## config.mk

```make
export PLATFORM = sky130hd
export DESIGN_NAME = edge_irq_gpio
export DESIGN_NICKNAME = d
export VERILOG_FILES = /design/src/rtl/gpio_irq_pkg.sv /design/src/rtl/gpio_sync.sv /design/src/rtl/gpio_edge_req.sv /design/src/rtl/gpio_irq_route.sv /design/src/rtl/edge_irq_gpio.sv
export SDC_FILE = /design/constraint.sdc
export NUM_CORES = 1
export LEC_CHECK = 0
export ABC_AREA = 1
export BUFFER_PORTS_ARGS = -buffer_cell sky130_fd_sc_hd__clkbuf_2
export CAP_MARGIN = 15
export CORE_MARGIN = 8
export CORE_UTILIZATION = 51
export DETAILED_ROUTE_END_ITERATION = 10
export PLACE_DENSITY = 0.82
export REMOVE_ABC_BUFFERS = 1
export SYNTH_ARGS = -nofsm -noshare
export SYNTH_HDL_FRONTEND = slang
export SYNTH_SLANG_ARGS = --single-unit
```

## constraint.sdc

```tcl
create_clock -name clk_i -period 1.59 [get_ports clk_i]
set_input_delay 0.3975 -clock clk_i [delete_from_list [all_inputs] [get_ports clk_i]]
set_output_delay 0.3975 -clock clk_i [all_outputs]
set_load 0.005 [all_outputs]
```

## src/rtl/gpio_irq_pkg.sv

```systemverilog
package gpio_irq_pkg;
  localparam int unsigned ADDR_W = 3;

  localparam logic [ADDR_W-1:0] ADDR_LEVEL = 3'd0;
  localparam logic [ADDR_W-1:0] ADDR_POL   = 3'd1;
  localparam logic [ADDR_W-1:0] ADDR_REQ   = 3'd2;
  localparam logic [ADDR_W-1:0] ADDR_EN    = 3'd3;
  localparam logic [ADDR_W-1:0] ADDR_CTRL  = 3'd4;

  localparam logic [1:0] SEL_AUX_IRQ = 2'b10;

  typedef struct packed {
    logic [1:0] sel;
    logic       sep;
    logic       ie;
  } ctrl_t;

  localparam int unsigned CTRL_W = $bits(ctrl_t);
endpackage

```

## src/rtl/gpio_sync.sv

```systemverilog
module gpio_sync #(
  parameter int unsigned WIDTH  = 8,
  parameter int unsigned STAGES = 2
) (
  input  logic             clk_i,
  input  logic             rst_ni,
  input  logic [WIDTH-1:0] d_i,
  output logic [WIDTH-1:0] q_o
);
  logic [WIDTH-1:0] chain_q [STAGES];

  // Reset to ones: idle pulled-up level, so no false edge after reset.
  always_ff @(posedge clk_i or negedge rst_ni) begin
    if (!rst_ni) begin
      for (int s = 0; s < STAGES; s++) chain_q[s] <= '1;
    end else begin
      chain_q[0] <= d_i;
      for (int s = 1; s < STAGES; s++) chain_q[s] <= chain_q[s-1];
    end
  end

  assign q_o = chain_q[STAGES-1];
endmodule

```

## src/rtl/gpio_edge_req.sv

```systemverilog
module gpio_edge_req #(
  parameter int unsigned WIDTH = 8
) (
  input  logic             clk_i,
  input  logic             rst_ni,
  input  logic             soft_rst_i,
  input  logic [WIDTH-1:0] level_i,
  input  logic [WIDTH-1:0] pol_i,
  input  logic [WIDTH-1:0] clr_i,
  output logic [WIDTH-1:0] req_o
);
  for (genvar i = 0; i < WIDTH; i++) begin : g_pin
    logic prev_q;
    logic req_q;
    logic hit;

    assign hit = pol_i[i] ? (level_i[i] & ~prev_q) : (~level_i[i] & prev_q);

    always_ff @(posedge clk_i or negedge rst_ni) begin
      if (!rst_ni) begin
        prev_q <= 1'b1;
        req_q  <= 1'b0;
      end else begin
        prev_q <= level_i[i];
        if (soft_rst_i) req_q <= 1'b0;
        else            req_q <= (req_q & ~clr_i[i]) | hit;  // set wins
      end
    end

    assign req_o[i] = req_q;
  end
endmodule

```

## src/rtl/gpio_irq_route.sv

```systemverilog
module gpio_irq_route
  import gpio_irq_pkg::*;
#(
  parameter int unsigned WIDTH = 8
) (
  input  logic             clk_i,
  input  logic             rst_ni,
  input  ctrl_t            ctrl_i,
  input  logic [WIDTH-1:0] req_i,
  input  logic [WIDTH-1:0] en_i,
  input  logic             other_irq_i,
  output logic             irq_o,
  output logic             aux_irq_o
);
  logic pin_any;
  logic main_d, aux_d;
  logic main_q, aux_q;

  assign pin_any = ctrl_i.ie & (|(req_i & en_i));
  assign main_d  = other_irq_i | (pin_any & ~ctrl_i.sep);
  assign aux_d   = pin_any & ctrl_i.sep & (ctrl_i.sel == SEL_AUX_IRQ);

  always_ff @(posedge clk_i or negedge rst_ni) begin
    if (!rst_ni) begin
      main_q <= 1'b0;
      aux_q  <= 1'b0;
    end else begin
      main_q <= main_d;
      aux_q  <= aux_d;
    end
  end

  assign irq_o     = main_q;
  assign aux_irq_o = aux_q;
endmodule

```

## src/rtl/edge_irq_gpio.sv

```systemverilog
module edge_irq_gpio
  import gpio_irq_pkg::*;
#(
  parameter int unsigned N_PINS      = 8,
  parameter int unsigned SYNC_STAGES = 2
) (
  input  logic              clk_i,
  input  logic              rst_ni,
  input  logic              soft_rst_i,
  input  logic [N_PINS-1:0] pin_i,
  input  logic              wr_en_i,
  input  logic [ADDR_W-1:0] addr_i,
  input  logic [N_PINS-1:0] wdata_i,
  output logic [N_PINS-1:0] rdata_o,
  input  logic              other_irq_i,
  output logic              irq_o,
  output logic              aux_irq_o
);
  localparam int unsigned PAD_W = N_PINS - CTRL_W;

  logic [N_PINS-1:0] level;
  logic [N_PINS-1:0] pol_q;
  logic [N_PINS-1:0] en_q;
  logic [N_PINS-1:0] req_q;
  logic [N_PINS-1:0] clr;
  ctrl_t             ctrl_q;

  logic wr_pol, wr_req, wr_en, wr_ctrl;
  assign wr_pol  = wr_en_i && (addr_i == ADDR_POL);
  assign wr_req  = wr_en_i && (addr_i == ADDR_REQ);
  assign wr_en   = wr_en_i && (addr_i == ADDR_EN);
  assign wr_ctrl = wr_en_i && (addr_i == ADDR_CTRL);
  assign clr     = wr_req ? wdata_i : '0;

  gpio_sync #(.WIDTH(N_PINS), .STAGES(SYNC_STAGES)) i_sync (
    .clk_i (clk_i),
    .rst_ni(rst_ni),
    .d_i   (pin_i),
    .q_o   (level)
  );

  gpio_edge_req #(.WIDTH(N_PINS)) i_edge (
    .clk_i     (clk_i),
    .rst_ni    (rst_ni),
    .soft_rst_i(soft_rst_i),
    .level_i   (level),
    .pol_i     (pol_q),
    .clr_i     (clr),
    .req_o     (req_q)
  );

  // Polarity: power-on reset only.
  always_ff @(posedge clk_i or negedge rst_ni) begin
    if (!rst_ni)     pol_q <= '0;
    else if (wr_pol) pol_q <= wdata_i;
  end

  always_ff @(posedge clk_i or negedge rst_ni) begin
    if (!rst_ni) begin
      en_q   <= '0;
      ctrl_q <= '0;
    end else if (soft_rst_i) begin
      en_q   <= '0;
      ctrl_q <= '0;
    end else begin
      if (wr_en)   en_q   <= wdata_i;
      if (wr_ctrl) ctrl_q <= ctrl_t'(wdata_i[CTRL_W-1:0]);
    end
  end

  always_comb begin
    unique case (addr_i)
      ADDR_LEVEL: rdata_o = level;
      ADDR_POL:   rdata_o = pol_q;
      ADDR_REQ:   rdata_o = req_q;
      ADDR_EN:    rdata_o = en_q;
      ADDR_CTRL:  rdata_o = {{PAD_W{1'b0}}, ctrl_q};
      default:    rdata_o = '0;
    endcase
  end

  gpio_irq_route #(.WIDTH(N_PINS)) i_route (
    .clk_i      (clk_i),
    .rst_ni     (rst_ni),
    .ctrl_i     (ctrl_q),
    .req_i      (req_q),
    .en_i       (en_q),
    .other_irq_i(other_irq_i),
    .irq_o      (irq_o),
    .aux_irq_o  (aux_irq_o)
  );
endmodule

```

[Word level (Yosys, flattened, before mapping)]
Cells that the tools add are included.
Storage, ports and cells
  register bits after elaboration: 54
  latch bits: 0
  RAM bits: 0
  ROM bits: 0
  output and inout port bits: 10
  logic and storage cells: 123
  memories: 0
Operators by class
  add/subtract/negate cells: 0
  $mul: 0
  div/mod/pow operators: 0
  $lt $le $gt $ge: 0
  equality and inequality tests: 5
  shift-type cells: 0
  muxes and demuxes: 22
  bitwise logic cells: 63
  reduce and logical (&&, ||, !) cells: 8
Operators by type and width (number)
  8-bit one-hot mux with 5 select lines: 1
  1-bit AND: 28
  1-bit inverter: 25
  8-bit two-way mux: 3
  1-bit two-way mux: 16
  1-bit OR: 9
  8-bit AND: 1
  4-bit two-way mux: 2
  8-bit OR reduction: 1
  3-bit by 2-bit == test with 1-bit output, second input constant: 2
  1-bit logical AND: 4
  2-bit nonzero test: 2
  3-bit by 1-bit == test with 1-bit output, second input constant: 1
  3-bit == test, second input constant: 1
  3-bit logical NOT: 1
  2-bit == test, second input constant: 1

[Logic depth before layout (Yosys ltp)]
  depth in word-level cells: 7
  gate-level depth with buffers: 8

[Cells and area by module]
Synthesis repeated with hierarchy kept, for this count alone.
Second synthesis, totals
  cells, all modules: 327
  area total of the unflattened synthesis: 2678.8 um2
By module, submodules not included
  edge_irq_gpio: instances 1, cells each 173, area an instance 1242.4 um2, sequential area each 500.5 um2
  gpio_edge_req: instances 1, cells each 105, area an instance 818.3 um2, sequential area each 410.4 um2
  gpio_sync: instances 1, cells each 24, area an instance 480.5 um2, sequential area each 420.4 um2
  gpio_irq_route: instances 1, cells each 25, area an instance 137.6 um2, sequential area each 50.0 um2

[Least setup slack after synthesis]
Ideal clock, no wire load.
  kind: input -> output
  start: in addr_i[1]
  end: out rdata_o[0]
  arrival: 1.233 ns
  slack: -0.041 ns
  stages on the path: 6
  cells stage by stage: buf_6 -> nor3_1 -> nand2_1 -> o21ai_0 -> inv_1 -> nand2_1
On the way
  longest elaborated chain between the ends: 2
  elaborated cells on any way between the ends: 6
  classes of those cells: eq/ne: 4; mux: 1; reduce/logical: 1
Ends and longest elaborated chain
  start, declared: RTL line edge_irq_gpio.sv:12  | input logic [ADDR_W-1:0] addr_i,
  3-bit == test, or another cell as far along: RTL line edge_irq_gpio.sv:72  | unique case (addr_i)
  8-bit one-hot mux with 5 select lines (*): RTL line edge_irq_gpio.sv:72
  end, declared: RTL line edge_irq_gpio.sv:14  | output logic [N_PINS-1:0] rdata_o,
Every way passes the cells marked *; elsewhere a longest branch is shown, timed or not.

[Final worst setup path]
  start: in addr_i[1]
  end: out rdata_o[3]
Same word-level chain as after synthesis.

==> metrics.txt <==
synth unique cells=22; Seq/Total Area, Yosys=56.94%; CTS Buf Count=5; Setup crit start kind=input pin; routed vias=2,094; prevailing post-synth register cell=sky130_fd_sc_hd__dfrtp_1; synthesis warning total=0; VDD IR max=0.6030 mV; WS Path Type=input pin to output pin; post-synthesis async set-or-reset flop share=100.0%; library cell contributing the largest single delay on the critical path=sky130_fd_sc_hd__nor3_4; buffers and inverters on the worst path=3; critical path arrival=1.22 ns; Final min period=1.613 ns; clock latency on the worst-skew pair=0.30 ns; RSZ-0062 raised after global routing=true; std cell rows=25; number of clock sinks=54; diodes inserted=0; cell type contributing the most total cell area after synthesis=sky130_fd_sc_hd__dfrtp_1; remaining global-route overflow=0; number of detailed-route iterations in the first pass=4; register bit count reported by yosys=54; wire length of the first global-routing pass=8783 um; layout cells sized above 1=31.88%; kind of cell adding the most delay to the critical path=buffers and inverters; area share of the leading cell type in the synthesized netlist=30.94%; half-perimeter wire length after placement=3861 um; largest stage delay on the critical path=0.19 ns; worst r2r src=i_sync.q_o[3]$_DFF_PN1_; detailed-route wire length per cell=13.98 um; highest clock rate=619.9 MHz; critical-path maximum fanout=8; Setup Viol. Count Final=3; average size of a mapped cell=8.252 um2; pin slew with the least headroom to its limit=0.4841 ns; top-count cell post-synth=sky130_fd_sc_hd__nand2_1; Hold-fix buffers, CTS=0; via count of the first global-routing pass=1,922; P&R area growth vs syn=24.81%; terminus of the critical flop-to-flop path=i_edge.g_pin[3].req_q$_DFF_PN0_; main area contributors after synthesis=sky130_fd_sc_hd__dfrtp_1 (31%), sky130_fd_sc_hd__dfstp_2 (26%), sky130_fd_sc_hd__nand2_1 (17%); required time at the worst-slack endpoint=1.19 ns; Port Buf Inserts=33; number of nets with antenna violations after detailed routing=0; cell occurring most often along the worst timing path=sky130_fd_sc_hd__nand2_2; clock input transition at the sequential cells of the worst setup and hold paths=0.09 ns; total cell area at the placement stage=2765 um2; Syn Std Cell Area=2426 um2; design area=3028 um2; Detailed Route WL=5579 um; initial cell density of the core=52.05%; class of the tightest hold or removal check=input pin to asynchronous set/reset pin; # IOs=34; root buffer selected by CTS=sky130_fd_sc_hd__clkbuf_8; Final Hold Vio Count=0; iteration-0 DRC count of the detailed router=169; post-layout net count=368; Final Wtd Congestion=0.8804; violations in the final reports=setup timing; worst slew slack as a fraction of its limit=67.69%; critical-path cell list=buf_12 -> nor3_4 -> buf_6 -> nand2_2 -> nand2_2 -> nor2_1 -> nand2_1 -> buf_2; post-placement setup slack=-0.1953 ns; Chip Width=84.97 um; Final WS setup=-0.02306 ns; element type at the critical path end=output pin; final worst-path cycle share=101.4%; clock tree from TritonCTS=yes; aggregate global-route resource usage=15.16%; clock tree skew after final layout=0.01083 ns; worst setup slack for register-to-register paths=0.54 ns; final total negative setup slack=-0.06118 ns; chip height=84.97 um; number of max-cap violations=0; leakage power summed over all cells=0.001526 uW; area of the die=7220 um2; most instantiated cells after synthesis=sky130_fd_sc_hd__nand2_1 (109), sky130_fd_sc_hd__dfrtp_1 (30), sky130_fd_sc_hd__nand3_1 (29); number of flops mapped to enable cells by yosys=0; area of the core region=4661 um2; pin count of the biggest net entering global routing=55; number of standard cells after synthesis=294; via density per instance=5.248; result of the run=complete, but fails checks; Worst Reg-to-Reg Cells=4; number of buffers on the longest clock path=2; areal power density over the cells=887.7 nW/um2; max-slew violation count=0; Clock H-tree levels=2; number of antenna violations at the first check in global routing=0; post-route DRC violation count=0
[registers in the layout, indices dropped and copies added (netlist names)]
register             flops
i_edge.g_pin.prev_q      8
i_sync.q_o               8
pol_q                    8
en_q                     8
i_route.aux_irq_o        1
i_route.irq_o            1
i_sync.chain_q           8
ctrl_q                   4
i_edge.g_pin.req_q       8
[final cells by class]
| cell class | count | area (um2) |
|---|---|---|
| repair buffers | 51 | 404.1 |
| flip-flops and latches | 54 | 1381 |
| multi-input cells | 202 | 964.7 |
| clock buffers | 8 | 80.08 |
| well taps | 54 | 67.56 |
| fillers | 391 | 1633 |
| inverters | 30 | 130.1 |
[stage by stage]
step / instances / hold WS (ns) / util, % / power (uW)
2_1_floorplan: 286 / 0.1019 / - / 1750
3_3_place_gp: 390 / 0.3453 / 59.33 / 1920
3_5_place_dp: 390 / 0.3473 / 59.33 / 1935
4_1_cts: 398 / 0.07992 / 62.66 / 2683
5_1_grt: 399 / 0.1016 / 64.97 / 2811
6_report: 399 / 0.07740 / 64.97 / 2688
[worst max-delay path by stage]
stage	depth (start not counted)	end	startpoint	slack, ns
floorplan	5	rdata_o[0]	addr_i[2]	0.03
global route	10	rdata_o[2]	addr_i[0]	-0.07
finish	8	rdata_o[3]	addr_i[1]	-0.02
detailed placement	10	rdata_o[2]	addr_i[0]	-0.20
global placement	10	rdata_o[2]	addr_i[0]	-0.15
CTS	8	rdata_o[0]	addr_i[0]	-0.03
[layout by cell type, fill, tap and decap left out, types with 4 or more instances in the layout]
cell type                  instances
sky130_fd_sc_hd__o21ai_2           4
sky130_fd_sc_hd__dfrtp_1          30
sky130_fd_sc_hd__nand2_2          14
sky130_fd_sc_hd__clkbuf_2         24
sky130_fd_sc_hd__clkbuf_8          5
sky130_fd_sc_hd__dfstp_2          24
sky130_fd_sc_hd__inv_1            25
sky130_fd_sc_hd__nand4_1          12
sky130_fd_sc_hd__buf_4            12
sky130_fd_sc_hd__nor2_1           23
sky130_fd_sc_hd__o21ai_0           8
sky130_fd_sc_hd__nand3_1          29
sky130_fd_sc_hd__nand2_1          95
sky130_fd_sc_hd__buf_2             6
sky130_fd_sc_hd__buf_12            4
sky130_fd_sc_hd__a21oi_1           8
[power breakdown]
part	internal (uW)	leakage, uW	switching, uW
clock	314	0.0000395	416
sequential	1500	0.000650	82.0
combinational	164	0.000836	216
total	1970	0.00153	714
[metal layers]
| layer | vias to the layer above | GRT usage [%] | part of all wire, % |
|---|---|---|---|
| li1 | 1031 | - | - |
| met5 | - | 0 | 0 |
| met4 | 0 | 5.987 | 1.8 |
| met1 | 999 | 18.26 | 44 |
| met3 | 8 | 4.344 | 5.8 |
| met2 | 56 | 24.86 | 48 |
[kinds of logic after synthesis]
group           synth area share, %
compound gates                4.796
flops                         56.94
buf+inv                       6.550
simple gates                  31.72
[timing repair]
item,in CTS,in global routing
buffers inserted,0,0
pin swaps,5,10
gates cloned,0,1
resized for setup,19,35
endpoints found under the setup margin,8,8
Note: power is estimated with default switching activity, not from simulation.
